`src/rtl/lrw_pkg.sv`:
```
package lrw_pkg;
  typedef enum logic [0:0] {
    HS_IDLE = 1'b0,
    HS_WAIT = 1'b1
  } hs_state_t;

  function automatic int bits_for(input int n);
    return (n > 1) ? $clog2(n) : 1;
  endfunction
endpackage

```
`src/rtl/lrw_interval_timer.sv`:
```
module lrw_interval_timer #(
  parameter int INTERVAL_CYCLES = 625_000_000
) (
  input  logic clk,
  input  logic rst,
  input  logic hold,
  input  logic busy,
  output logic fire
);
  localparam int CW = lrw_pkg::bits_for(INTERVAL_CYCLES);
  localparam logic [CW-1:0] LAST = CW'(INTERVAL_CYCLES - 1);

  logic [CW-1:0] cnt;

  // Counts consecutive down edges; the cycle of its own request and the
  // whole handshake keep it at zero so timing restarts afterwards.
  always_ff @(posedge clk) begin
    if (rst) begin
      cnt  <= '0;
      fire <= 1'b0;
    end else begin
      fire <= 1'b0;
      if (hold || busy || fire) begin
        cnt <= '0;
      end else if (cnt == LAST) begin
        cnt  <= '0;
        fire <= 1'b1;
      end else begin
        cnt <= cnt + 1'b1;
      end
    end
  end
endmodule

```
`src/rtl/lrw_reset_handshake.sv`:
```
module lrw_reset_handshake #(
  parameter int POLL_CYCLES = 125,
  parameter int MAX_POLLS   = 50
) (
  input  logic clk,
  input  logic rst,
  input  logic start,
  input  logic done,
  input  logic clr,
  output logic busy,
  output logic timeout
);
  import lrw_pkg::*;

  localparam int PW = bits_for(POLL_CYCLES);
  localparam int NW = bits_for(MAX_POLLS);
  localparam logic [PW-1:0] PLAST = PW'(POLL_CYCLES - 1);
  localparam logic [NW-1:0] NLAST = NW'(MAX_POLLS - 1);

  hs_state_t     state;
  logic [PW-1:0] ptmr;
  logic [NW-1:0] polls;
  logic          poll_now;
  logic          give_up;

  assign poll_now = (state == HS_WAIT) && (ptmr == PLAST);
  assign give_up  = poll_now && !done && (polls == NLAST);
  assign busy     = (state == HS_WAIT);

  always_ff @(posedge clk) begin
    if (rst) begin
      state <= HS_IDLE;
      ptmr  <= '0;
      polls <= '0;
    end else begin
      case (state)
        HS_IDLE: begin
          ptmr  <= '0;
          polls <= '0;
          if (start) state <= HS_WAIT;
        end
        HS_WAIT: begin
          if (poll_now) begin
            ptmr <= '0;
            if (done || give_up) state <= HS_IDLE;
            else                 polls <= polls + 1'b1;
          end else begin
            ptmr <= ptmr + 1'b1;
          end
        end
        default: state <= HS_IDLE;
      endcase
    end
  end

  // Sticky flag: a new timeout takes priority over a clear on the same edge.
  always_ff @(posedge clk) begin
    if (rst)          timeout <= 1'b0;
    else if (give_up) timeout <= 1'b1;
    else if (clr)     timeout <= 1'b0;
  end
endmodule

```
`src/rtl/link_reset_watchdog.sv`:
```
module link_reset_watchdog #(
  parameter int INTERVAL_CYCLES = 625_000_000,
  parameter int POLL_CYCLES     = 125,
  parameter int MAX_POLLS       = 50
) (
  input  logic clk,
  input  logic rst,
  input  logic link_up,
  input  logic loopback_active,
  input  logic rst_done,
  input  logic tmo_clr,
  output logic logic_rst_pulse,
  output logic timeout_flag
);
  logic hold;
  logic hs_busy;
  logic fire;

  assign hold = link_up || loopback_active;

  lrw_interval_timer #(
    .INTERVAL_CYCLES(INTERVAL_CYCLES)
  ) u_timer (
    .clk  (clk),
    .rst  (rst),
    .hold (hold),
    .busy (hs_busy),
    .fire (fire)
  );

  lrw_reset_handshake #(
    .POLL_CYCLES(POLL_CYCLES),
    .MAX_POLLS  (MAX_POLLS)
  ) u_hs (
    .clk     (clk),
    .rst     (rst),
    .start   (fire),
    .done    (rst_done),
    .clr     (tmo_clr),
    .busy    (hs_busy),
    .timeout (timeout_flag)
  );

  assign logic_rst_pulse = fire;
endmodule

```
`config.mk`:
```
export PLATFORM = sky130hd
export DESIGN_NAME = link_reset_watchdog
export DESIGN_NICKNAME = d
export VERILOG_FILES = /design/src/rtl/lrw_pkg.sv /design/src/rtl/lrw_interval_timer.sv /design/src/rtl/lrw_reset_handshake.sv /design/src/rtl/link_reset_watchdog.sv
export SDC_FILE = /design/constraint.sdc
export NUM_CORES = 1
export LEC_CHECK = 0
export ABC_CLOCK_PERIOD_IN_PS = 3930
export BUFFER_PORTS_ARGS = -buffer_cell sky130_fd_sc_hd__buf_2
export CAP_MARGIN = 20
export CORE_UTILIZATION = 25
export CTS_BUF_LIST = sky130_fd_sc_hd__clkbuf_2
export CTS_CLUSTER_DIAMETER = 50
export DETAILED_ROUTE_END_ITERATION = 6
export PLACE_DENSITY_LB_ADDON = 0.05
export SLEW_MARGIN = 40
export SYNTH_ARGS = -nofsm -noshare
export SYNTH_HDL_FRONTEND = slang
export SYNTH_SLANG_ARGS = --single-unit
```
`constraint.sdc`:
```
create_clock -name clk -period 3.93 [get_ports clk]
set_clock_uncertainty 0.05 [all_clocks]
set_input_delay 0.5895 -clock clk [delete_from_list [all_inputs] [get_ports clk]]
set_output_delay 0.5895 -clock clk [all_outputs]
set_load 0.1 [all_outputs]
```
# After elaboration in Yosys (flattened, before gate mapping)
# Index checks and enable logic that the tools add are counted.
[word_totals]
register_bits = 46
inputBits = 6
output_inout_bits = 2
wordCells = 39
[op_classes]
n_addsub = 3
n_eq_ne = 5
muxes = 12
bitwise = 1
n_reduce_logical = 12
[ops]
columns = ["operator", "n"]
rows = [
  ["30-bit by 1-bit adder with 30-bit output, second input constant", 1],
  ["30-bit == test, second input constant", 1],
  ["7-bit case mux with 2 select lines", 1],
  ["6-bit 2-to-1 mux", 2],
  ["6-bit case mux with 2 select lines", 1],
  ["7-bit by 1-bit adder with 7-bit output, second input constant", 1],
  ["7-bit == test, second input constant", 1],
  ["7-bit 2-to-1 mux", 1],
  ["6-bit by 1-bit adder with 6-bit output, second input constant", 1],
  ["6-bit == test, second input constant", 1],
  ["1-bit 2-to-1 mux", 6],
  ["1-bit logical OR", 4],
  ["2-bit != test, second input constant", 2],
  ["1-bit logical AND", 3],
  ["3-bit OR reduction", 1],
  ["1-bit case mux with 2 select lines", 1],
  ["2-bit AND reduction", 1],
  ["2-bit nonzero test", 1],
  ["2-bit OR reduction", 1],
  ["1-bit zero test", 1],
  ["1-bit NOT", 1],
]

# Depth between registers and ports, before layout
[depth]
depth_word = 8
depth_mapped = 7
depth_no_buf = 6

# By module
# Synthesis repeated with hierarchy kept, for this count alone.
[hier_totals]
hier_cells = 246
hier_area_um2 = 2172.1
[by_module_without_submodules]
columns = ["mod", "instances", "cells_each", "area_per_inst_um2", "seq_area_each_um2"]
rows = [
  ["lrw_interval_timer", 1, 163, 1448.9, 620.6],
  ["lrw_reset_handshake", 1, 82, 716.9, 300.3],
  ["link_reset_watchdog", 1, 1, 6.3, 0.0],
]

# Worst setup path before layout
# Ideal clock, no wire load.
[synth_timing]
kind = "input to register"
from = "input rst_done"
to = "register u_hs.polls[4]"
setup_ns = 0.121
arrival_ns = 1.625
t_required_ns = 3.759
path_slack_ns = 2.134
cell_stages = 3
n_path_buf = 0
cell_sequence = "or3_1 -> or3_1 -> mux2_2"
[synth_between]
elab_chain_cells = 6
[synth_lines]
columns = ["element", "line_no", "rtl"]
rows = [
  ["start, declared", "link_reset_watchdog.sv:10", "input logic rst_done,"],
  ["1-bit zero test", "lrw_reset_handshake.sv:27", "assign give_up = poll_now && !done && (polls == NLAST);"],
  ["1-bit logical AND (2 in series)", "lrw_reset_handshake.sv:27", ""],
  ["1-bit logical OR *", "lrw_reset_handshake.sv:45", "if (done || give_up) state <= HS_IDLE;"],
  ["2-bit != test (no line) *", "-", ""],
  ["2-bit AND reduction (no line) *", "-", ""],
  ["end signal, assigned", "lrw_reset_handshake.sv:46", "else polls <= polls + 1'b1;"],
  ["end, declared", "lrw_reset_handshake.sv:22", "logic [NW-1:0] polls;"],
]
# Every way passes the cells marked *; elsewhere a longest branch is shown, timed or not.
# A chain may end at the register's enable or synchronous reset.

# Final worst setup path
[layout_timing]
from = "register u_timer.cnt[2]"
to = "register u_timer.cnt[25]"
[layout_between]
elab_chain_cells = 2
word_cells_on_any_way = 3
cone_classes = "1 x add/sub; 1 x eq/ne; 1 x reduce/logical"
[layout_lines]
columns = ["element", "line_no", "rtl"]
rows = [
  ["start, declared", "lrw_interval_timer.sv:13", "logic [CW-1:0] cnt;"],
  ["start signal, assigned", "lrw_interval_timer.sv:29", "cnt <= cnt + 1'b1;"],
  ["branches (longest 2 deep; another with 30-bit by 1-bit adder with 30-bit output)", "-", ""],
]
# Several ways; the timed one is not identified.

==> results_dict.tcl <==
set metrics [dict create \
    clk_pin_slew_ns 0.25 \
    ant_nets 0 \
    htree_levels 2 \
    syn_nets 278 \
    drive_gt1_frac 0.103 \
    slew_headroom 0.516 \
    grt_pass1_vias 1824 \
    hold_violations 0 \
    critical_path_class "flip-flop to flip-flop" \
    cts_inserted_buffers 5 \
    detailed_place_hpwl_mm 3.74 \
    timing.fmax_mhz 450 \
    via_per_inst 5.03 \
    pre_cts_slack_ns 1.74 \
    worstHoldStart "rst" \
    power.density_mw_per_mm2 301 \
    fin_ws_ns 1.71 \
    drc_errors 2 \
    vdd_drop_max_v 0.000133 \
    port_buffers 7 \
    ys_types 40 \
    drv_slew 0 \
    insertion_delay_ns 0.42 \
    syn-instance-count 267 \
    violations "DRC" \
    grt_max_degree 32 \
    grt_pass1_wl_mm 9.16 \
    p_leak_nw 0.701 \
    groute.usage.overall 0.120 \
    syn_area_mm2 0.00230 \
    die_x_um 97.9 \
    drtIter0Drc 55 \
    p_total_mw 0.749 \
    hold_class "input pin to flip-flop" \
    start_kind "flip-flop" \
    nets 283 \
    final_area_mm2 0.00249 \
    synthArstFlopShare 0 \
    cp.arrival_ns 2.53 \
    post_cts_buffers 0 \
    clockRootBuffer "clkbuf_2" \
    setup_tns_ns 0 \
    grt_overflow 0 \
    crit_start "u_timer.cnt[2]" \
    antenna_cells 0 \
    antenna_found_initial 0 \
    fin_crit_sh 0.565 \
    rsz0062_at_grt "false" \
    cp-end-kind "flip-flop" \
    hold_buffers 0 \
    row_count 34 \
    seq_area_frac_synth 0.401 \
    initial_utilization 0.261 \
    vias 1917 \
    place_area_mm2 0.00242 \
    critPathRequiredTime_ns 4.24 \
    io-pin-count 8 \
    r2r-start "u_timer.cnt[2]" \
    fp.dieH_um 97.9 \
    synth_ff_type "dfxtp_1" \
    area_growth_pct 8.27 \
    avgSynthCellArea_um2 8.61 \
    synth-edff-count 0 \
    yosysWarnings 0 \
    crit_fanout 13 \
    dieArea_mm2 0.00958 \
    wl_mm 5.48 \
    max_cap_viol_count 0 \
    gp_congestion 0.668 \
    worst_slew_pin_slew_ns 0.719 \
    setup_viol_count_final 0 \
    cts_resized 0 \
    clock_path_buffers 2 \
    wl_per_cell_um 14.4 \
    cts_num_sinks 46 \
    dr.pass1.iters 6 \
    coreArea_mm2 0.00881 \
    synth_seq_cells 46 \
    period_needed_ns 2.22 \
    cts_tree "built" \
    status "complete, but fails checks" \
]
==> critical path, cell delays in order (launching register included) <==
cell and delay [ns]:
dfxtp_1 0.45, and4_1 0.48, nand4_2 0.38, or4_1 0.57, a211oi_1 0.25
==> where the power goes <==
part           internal [mW]  switching (mW)  leakage (nW)
clock                  0.113           0.156        0.0432
sequential             0.468        0.000628         0.370
combinational        0.00332         0.00665         0.287
total                  0.585           0.164         0.701
==> metrics by stage <==
| step | hold WS [ns] | std cells | utilization |
|---|---|---|---|
| 2_1_floorplan | 0.380 | 267 | - |
| 3_3_place_gp | 0.403 | 373 | 0.275 |
| 3_5_place_dp | 0.418 | 373 | 0.275 |
| 4_1_cts | 0.232 | 381 | 0.283 |
| 5_1_grt | 0.208 | 381 | 0.283 |
| 6_report | 0.277 | 381 | 0.283 |
==> state kept, by name, indices dropped and copies added (netlist names) <==
name and count:
u_hs.ptmr 7, u_hs.timeout 1, u_hs.busy 1, u_timer.fire 1, u_hs.polls 6, u_timer.cnt 30
==> path summary, 6_finish.rpt <==
path | end | slack [ns] | cells after the start
worst max-delay path | u_timer.cnt[25] | 1.71 | 4
worst min-delay path | u_hs.timeout | 0.28 | 2
worst max register to register | u_timer.cnt[25] | 1.71 | 4
worst min register to register | u_hs.ptmr[0] | 0.45 | 1
==> layer usage <==
layer / wire (um) / share of wire / vias up / global-route usage
met4: 70 / 0.013 / 0 / 0.0420
met5: 0 / 0 / - / 0
met3: 162 / 0.030 / 8 / 0.0251
met2: 2380 / 0.43 / 22 / 0.197
li1: - / - / 999 / -
met1: 2870 / 0.52 / 888 / 0.155
==> layout by cell type, fill, tap and decap left out, types with 2 or more instances in the layout <==
cell type / instances
buf_2: 7
a211oi_1: 14
buf_4: 3
nor4_1: 5
and3_1: 4
nand2_1: 19
or4_1: 8
xnor2_1: 6
a21oi_1: 10
and2_1: 3
nor4bb_1: 2
and4_1: 5
o21ai_0: 15
nand4_1: 8
o31ai_1: 6
mux2_2: 2
xor2_1: 7
or2_2: 2
nor3_1: 13
nor2_1: 18
o211ai_1: 2
inv_1: 9
or3_1: 15
dfxtp_1: 46
a211oi_2: 2
a311oi_1: 2
nand3_1: 16
clkbuf_2: 7
nor4b_1: 2
ha_1: 5
==> cells in the mapped netlist (3+ instances only) <==
master    count  share of area
and2_1        3         0.0082
and4_1        5          0.019
inv_1         9          0.015
dfxtp_1      46           0.40
nand3_1      16          0.035
nand2_1      19          0.031
clkbuf_1      6         0.0098
o31ai_1       6          0.020
nand4_1       8          0.022
nor2_1       18          0.029
or4_1         8          0.026
xor2_1        7          0.027
ha_1          5          0.027
buf_2         3         0.0065
or3_1        15          0.041
a211oi_1     14          0.046
nor3_1       13          0.028
xnor2_1       6          0.023
and3_1        4          0.011
nor4_1        5          0.014
a21oi_1      10          0.022
o21ai_0      15          0.033
==> logic make-up after synthesis <==
group / Yosys count / synth area share
compound gates: 53 / 0.151
buf+inv: 21 / 0.0441
simple gates: 127 / 0.318
fa+ha+maj: 5 / 0.0272
flops: 46 / 0.401
xor+xnor: 13 / 0.0495
mux: 2 / 0.00980
==> area by class of cell <==
type	instances	area, um^2
repair buffers	10	57.6
well taps	108	135
inverters	9	33.8
clock inverters	1	30.0
multi-input cells	200	1280
clock buffers	7	35.0
flip-flops and latches	46	921
fillers	959	6320
No activity file was read; power rests on OpenSTA's default activity.
